===== config.mk =====
export PLATFORM = sky130hd
export DESIGN_NAME = cascade_irq_ack
export DESIGN_NICKNAME = d
export VERILOG_FILES = /design/src/rtl/cascade_irq_ack.sv
export SDC_FILE = /design/constraint.sdc
export NUM_CORES = 1
export LEC_CHECK = 0
export ABC_CLOCK_PERIOD_IN_PS = 3800
export BUFFER_PORTS_ARGS = -buffer_cell sky130_fd_sc_hd__buf_4
export CELL_PAD_IN_SITES_DETAIL_PLACEMENT = 0
export CELL_PAD_IN_SITES_GLOBAL_PLACEMENT = 1
export CORE_UTILIZATION = 43
export CTS_CLUSTER_DIAMETER = 50
export DETAILED_ROUTE_END_ITERATION = 8
export PLACE_DENSITY = 0.89
export SLEW_MARGIN = 10
export SYNTH_ARGS = -nofsm -noshare
export SYNTH_HDL_FRONTEND = slang
export SYNTH_SLANG_ARGS = --single-unit

===== constraint.sdc =====
create_clock -name clk -period 3.8 [get_ports clk]
set_clock_uncertainty 0.15 [all_clocks]
set_input_delay 0.38 -clock clk [delete_from_list [all_inputs] [get_ports clk]]
set_output_delay 0.38 -clock clk [all_outputs]
set_load 0.05 [all_outputs]

===== src/rtl/cascade_irq_ack.sv =====
module cascade_irq_ack #(
  parameter logic [7:0] MST_TRIG_MASK = 8'hF8,
  parameter logic [7:0] SLV_TRIG_MASK = 8'hDE,
  parameter int         CAS_LINE      = 2
) (
  input  logic        clk,
  input  logic        rst_n,
  input  logic [15:0] irq_lines,
  input  logic        cfg_we,
  input  logic [1:0]  cfg_sel,
  input  logic [7:0]  cfg_data,
  input  logic        eoi_strb,
  input  logic [3:0]  eoi_line,
  input  logic        ack_strb,
  output logic        intr,
  output logic        vec_valid,
  output logic [7:0]  vec,
  output logic [15:0] in_service,
  output logic [7:0]  mst_trig,
  output logic [7:0]  slv_trig
);

  localparam logic [7:0] CAS_BIT = 8'd1 << CAS_LINE;
  localparam logic [3:0] NONE    = 4'd8;

  function automatic logic [3:0] top_line(input logic [7:0] m);
    top_line = NONE;
    for (int i = 7; i >= 0; i--)
      if (m[i]) top_line = 4'(i);
  endfunction

  function automatic logic [7:0] next_req(input logic [7:0] req, input logic [7:0] last,
                                          input logic [7:0] lvl, input logic [7:0] trig,
                                          input logic [7:0] clr);
    for (int i = 0; i < 8; i++)
      next_req[i] = trig[i] ? lvl[i] : ((req[i] & ~clr[i]) | (lvl[i] & ~last[i]));
  endfunction

  logic [7:0] m_req, s_req, m_isr, s_isr, m_last, s_last;
  logic [4:0] m_base, s_base;
  logic [7:0] m_in, s_in;
  logic [3:0] m_pend, m_cur, s_pend, s_cur;
  logic       m_want, s_want, ack_m, ack_cas, ack_s;
  logic [7:0] m_clr, s_clr, m_eoi, s_eoi;

  assign m_in   = irq_lines[7:0] & ~CAS_BIT;
  assign s_in   = irq_lines[15:8];

  assign m_pend = top_line(m_req);
  assign m_cur  = top_line(m_isr);
  assign s_pend = top_line(s_req);
  assign s_cur  = top_line(s_isr);
  assign m_want = m_pend < m_cur;
  assign s_want = s_pend < s_cur;

  assign ack_m   = ack_strb & m_want;
  assign ack_cas = ack_m & (m_pend == 4'(CAS_LINE));
  assign ack_s   = ack_cas & s_want;

  assign m_clr = ack_m ? (8'd1 << m_pend[2:0]) : 8'd0;
  assign s_clr = ack_s ? (8'd1 << s_pend[2:0]) : 8'd0;
  assign m_eoi = (eoi_strb && !eoi_line[3]) ? (8'd1 << eoi_line[2:0]) : 8'd0;
  assign s_eoi = (eoi_strb &&  eoi_line[3]) ? (8'd1 << eoi_line[2:0]) : 8'd0;

  assign intr       = m_want;
  assign in_service = {s_isr, m_isr};

  always_ff @(posedge clk) begin
    if (!rst_n) begin
      m_req <= '0; s_req <= '0; m_isr <= '0; s_isr <= '0;
      m_last <= '0; s_last <= '0;
      m_base <= '0; s_base <= '0;
      mst_trig <= '0; slv_trig <= '0;
      vec_valid <= 1'b0; vec <= '0;
    end else begin
      m_last <= m_in;
      s_last <= s_in;
      m_req  <= next_req(m_req, m_last, m_in, mst_trig, m_clr)
              | ((s_want && !ack_strb) ? CAS_BIT : 8'd0);
      s_req  <= next_req(s_req, s_last, s_in, slv_trig, s_clr);
      m_isr  <= (m_isr & ~m_eoi) | m_clr;
      s_isr  <= (s_isr & ~s_eoi) | s_clr;
      if (cfg_we)
        case (cfg_sel)
          2'd0: m_base   <= cfg_data[7:3];
          2'd1: s_base   <= cfg_data[7:3];
          2'd2: mst_trig <= cfg_data & MST_TRIG_MASK;
          2'd3: slv_trig <= cfg_data & SLV_TRIG_MASK;
        endcase
      vec_valid <= ack_strb;
      if (ack_strb) begin
        if (!m_want)      vec <= {m_base, 3'd7};
        else if (!ack_cas) vec <= {m_base, m_pend[2:0]};
        else if (s_want)  vec <= {s_base, s_pend[2:0]};
        else              vec <= {s_base, 3'd7};
      end
    end
  end

endmodule


==> flow_metrics.env <==
export IMPL_status="completed"
export IMPL_synth_top_area_share_pct=43.9
export IMPL_crit_arrival_ns=3.30
export IMPL_hold_buffers=0
export IMPL_synth_cell_types=51
export IMPL_p_per_area_nw_per_um2=533
export IMPL_vias_per_cell=5.46
export IMPL_nets=522
export IMPL_hold_violations=0
export IMPL_synth_area_leaders="dfxtp_1 (44%), mux2i_1 (6.0%), o21ai_0 (5.6%)"
export IMPL_die_w_um=92.3
export IMPL_cts_sinks=77
export IMPL_slew_limit_headroom_pct=30.6
export IMPL_antenna_found_initial=0
export IMPL_cts_root_buffer="clkbuf_8"
export IMPL_synth_top_family_by_area="compound AO/OA/AOI/OAI gates"
export IMPL_fmax_mhz=317
export IMPL_drt_initial_drc_count=153
export IMPL_maxSlewViolCount=0
export IMPL_finalCritPeriodShare_pct=82.9
export IMPL_clock_latency_ns=0.35
export IMPL_worst_ep_required_time_ns=3.94
export IMPL_synth_edf_count=0
export IMPL_period_needed_ns=3.15
export IMPL_grt_pass1_wl_mm=14.7
export IMPL_drcViolationCount=0
export IMPL_wl_per_cell_um=15.2
export IMPL_peakVddDrop_v=0.000234
export IMPL_dieHeight_um=92.3
export IMPL_dieArea_sq_um=8530
export IMPL_ys_seq_area_share_pct=43.9
export IMPL_cts_buffers=9
export IMPL_synth_yosys_warnings=0
export IMPL_p_leak_uw=0.00189
export IMPL_async_flop_share_pct=0
export IMPL_grt_max_degree=48
export IMPL_gp_congestion=0.885
export IMPL_hold_depth=3
export IMPL_start_kind="flop"
export IMPL_worstReg2RegEnd="s_isr[4]$_SDFF_PN0_"
export IMPL_yosys_area_share_simple_pct=21.3
export IMPL_rsz0062_at_grt="no"
export IMPL_vias=3213
export IMPL_synth_xor_area_share_pct=0
export IMPL_ioPinCount=77
export IMPL_clk_path_buf_depth=2
export IMPL_fill_cells=747
export IMPL_rr_worst_depth=10
export IMPL_min_path_type="input pin to flop"
export IMPL_synth_fa_ha_area_share_pct=2.14
export IMPL_area_delta_synth_final_pct=24.2
export IMPL_criticalPathCategory="flop to flop"
export IMPL_cts_setup_buffers=0
export IMPL_htreeDepth=3
export IMPL_tns_ns=0
export IMPL_end_kind="flop"
export IMPL_placed_area_sq_um=4120
export IMPL_rows=32
export IMPL_overflow=0
export IMPL_worstHoldStart="irq_lines[13]"
export IMPL_grt_pass1_vias=3005
export IMPL_synthFlopType="dfxtp_1"
export IMPL_core_sq_um=7810
export IMPL_hpwl_mm=6.61
export IMPL_start_util_pct=45.0
export IMPL_diodes=0
export IMPL_final_antenna_net_count=0
export IMPL_synth_top_area_cell="dfxtp_1"
export IMPL_hold_end="s_last[5]$_SDFF_PN0_"
export IMPL_worst_pin_slew_ns=1.04
export IMPL_drive_gt1_share_pct=20.8
export IMPL_synth_compound_area_share_pct=21.6
export IMPL_setup_viol=0
export IMPL_first_pass_iters=7
export IMPL_ys_ff_latch=77
export IMPL_io_buffer_count=69
export IMPL_design_area_sq_um=4360
export IMPL_cts_resized=0
export IMPL_syn_area_per_cell_sq_um=8.56
export IMPL_cp_max_fo=15
export IMPL_syn_area_sq_um=3510
export IMPL_grt_usage_pct=22.1
export IMPL_cts_tree="yes"
export IMPL_r2r_setup_slack_ns=0.65
export IMPL_synth_cells=410
export IMPL_drv_cap=0
export IMPL_wl_mm=8.95
export IMPL_r2r_start="m_req[6]$_SDFF_PN0_"
export IMPL_clkTransAtPathRegs_ns=0.08
export IMPL_synth_area_mux_share_pct=5.99
[worst max-delay path by stage]
stage	start	endpoint	slack, ns	cells past startpoint
6_report	m_req[6]$_SDFF_PN0_	s_isr[4]$_SDFF_PN0_	0.65	10
3_3_place_gp	m_req[6]$_SDFF_PN0_	s_isr[4]$_SDFF_PN0_	0.75	10
3_5_place_dp	m_req[7]$_SDFF_PN0_	s_isr[4]$_SDFF_PN0_	0.73	10
4_1_cts	m_req[6]$_SDFF_PN0_	s_isr[4]$_SDFF_PN0_	0.67	10
5_1_grt	m_req[6]$_SDFF_PN0_	s_isr[4]$_SDFF_PN0_	0.39	10
2_1_floorplan	m_isr[7]$_SDFF_PN0_	intr	0.85	7
[per-layer routing]
| metal | GRT usage (%) | up-vias | part of all wire [%] |
|---|---|---|---|
| li1 | - | 1601 | - |
| met1 | 30.7 | 1504 | 47 |
| met2 | 34.4 | 98 | 46 |
| met3 | 4.02 | 10 | 6.0 |
| met4 | 7.68 | 0 | 1.2 |
| met5 | 0 | - | 0 |
[power breakdown]
part / internal (uW) / switching (uW) / leakage, uW / total, uW
combinational: 227 / 421 / 0.00113 / 648
clock: 441 / 315 / 0.000124 / 756
sequential: 864 / 57.9 / 0.000633 / 922
total: 1530 / 794 / 0.00189 / 2330
[flip-flops by register name, indices dropped and copies added (netlist names)]
name / cells
s_isr: 8
s_base: 5
m_last: 7
slv_trig: 6
vec: 8
m_base: 5
vec_valid: 1
mst_trig: 5
s_req: 8
m_isr: 8
s_last: 8
m_req: 8
[cell families (layout without fill, tap and decap cells)]
group	count (synthesis)	in the layout
multiplexers	21	21
flip-flops	77	77
other	1	5
AND/OR/NAND/NOR	148	148
buffers and inverters	40	112
AO/OA/AOI/OAI	117	117
adder cells (fa/ha/maj)	6	6
[worst max-delay path, cell delays in order, from the launching register on]
cell	delay (ns)
dfxtp_1	0.32
nor2_1	0.18
nor3_1	0.08
o31ai_1	0.39
inv_1	0.18
ha_1	0.32
o211ai_1	0.16
nand2b_1	0.10
o31a_1	0.30
nor4_1	0.71
o21a_1	0.21
[cell usage in the layout (no fill, tap or decap), types with 2 or more instances in the layout]
| cell type | synthesis | final |
|---|---|---|
| o21ai_0 | 39 | 39 |
| mux2i_1 | 21 | 21 |
| ha_1 | 6 | 6 |
| inv_2 | 2 | 2 |
| a21oi_1 | 19 | 19 |
| a31oi_1 | 5 | 5 |
| o21a_1 | 10 | 10 |
| o31a_1 | 2 | 2 |
| o41ai_1 | 2 | 2 |
| bufinv_16 | 0 | 3 |
| nand3b_1 | 5 | 5 |
| nor3_1 | 11 | 11 |
| nand2_1 | 27 | 27 |
| o22ai_1 | 4 | 4 |
| inv_1 | 20 | 20 |
| nand2b_1 | 9 | 9 |
| buf_4 | 6 | 74 |
| dfxtp_1 | 77 | 77 |
| clkbuf_8 | 0 | 9 |
| nor2b_1 | 5 | 5 |
| or3_1 | 2 | 2 |
| nand3_1 | 15 | 15 |
| and2_1 | 15 | 15 |
| nor2_1 | 44 | 44 |
| conb_1 | 1 | 5 |
| a21o_1 | 5 | 5 |
| inv_6 | 0 | 2 |
| a31o_2 | 2 | 2 |
| o31ai_1 | 11 | 11 |
| o211ai_1 | 4 | 4 |
| nor4_1 | 9 | 9 |
[metrics by stage]
stage	cells	power, uW	hold slack (ns)	utilization (%)	setup slack (ns)
5_1_grt	588	2450	0.0842	55.8	0.388
6_report	588	2330	0.0833	55.8	0.648
3_5_place_dp	572	1580	0.279	52.7	0.730
4_1_cts	588	2330	0.0740	55.8	0.667
2_1_floorplan	414	1390	0.258	-	0.854
3_3_place_gp	572	1570	0.261	52.7	0.748
[synth_stat cells, types with 3 or more instances]
| cell | n |
|---|---|
| nand2_1 | 27 |
| buf_4 | 6 |
| mux2i_1 | 21 |
| o21a_1 | 10 |
| inv_1 | 20 |
| o21ai_0 | 39 |
| nor3_1 | 11 |
| a31oi_1 | 5 |
| and2_1 | 15 |
| ha_1 | 6 |
| nor2_1 | 44 |
| nor4_1 | 9 |
| buf_1 | 3 |
| clkbuf_1 | 7 |
| nand3_1 | 15 |
| nand2b_1 | 9 |
| a21o_1 | 5 |
| nand3b_1 | 5 |
| o211ai_1 | 4 |
| nor2b_1 | 5 |
| dfxtp_1 | 77 |
| o22ai_1 | 4 |
| o31ai_1 | 11 |
| a21oi_1 | 19 |
[cell type report]
type	count	area, sq um	area share (%)
clock buffer	9	124	2.84
clock inverter	7	121	2.78
tap	102	128	2.93
sequential	77	1540	35.4
timing repair buffer	74	556	12.7
inverter	22	82.6	1.89
multi-input combinational	297	1810	41.5
Power figures use the tool's default switching activity.
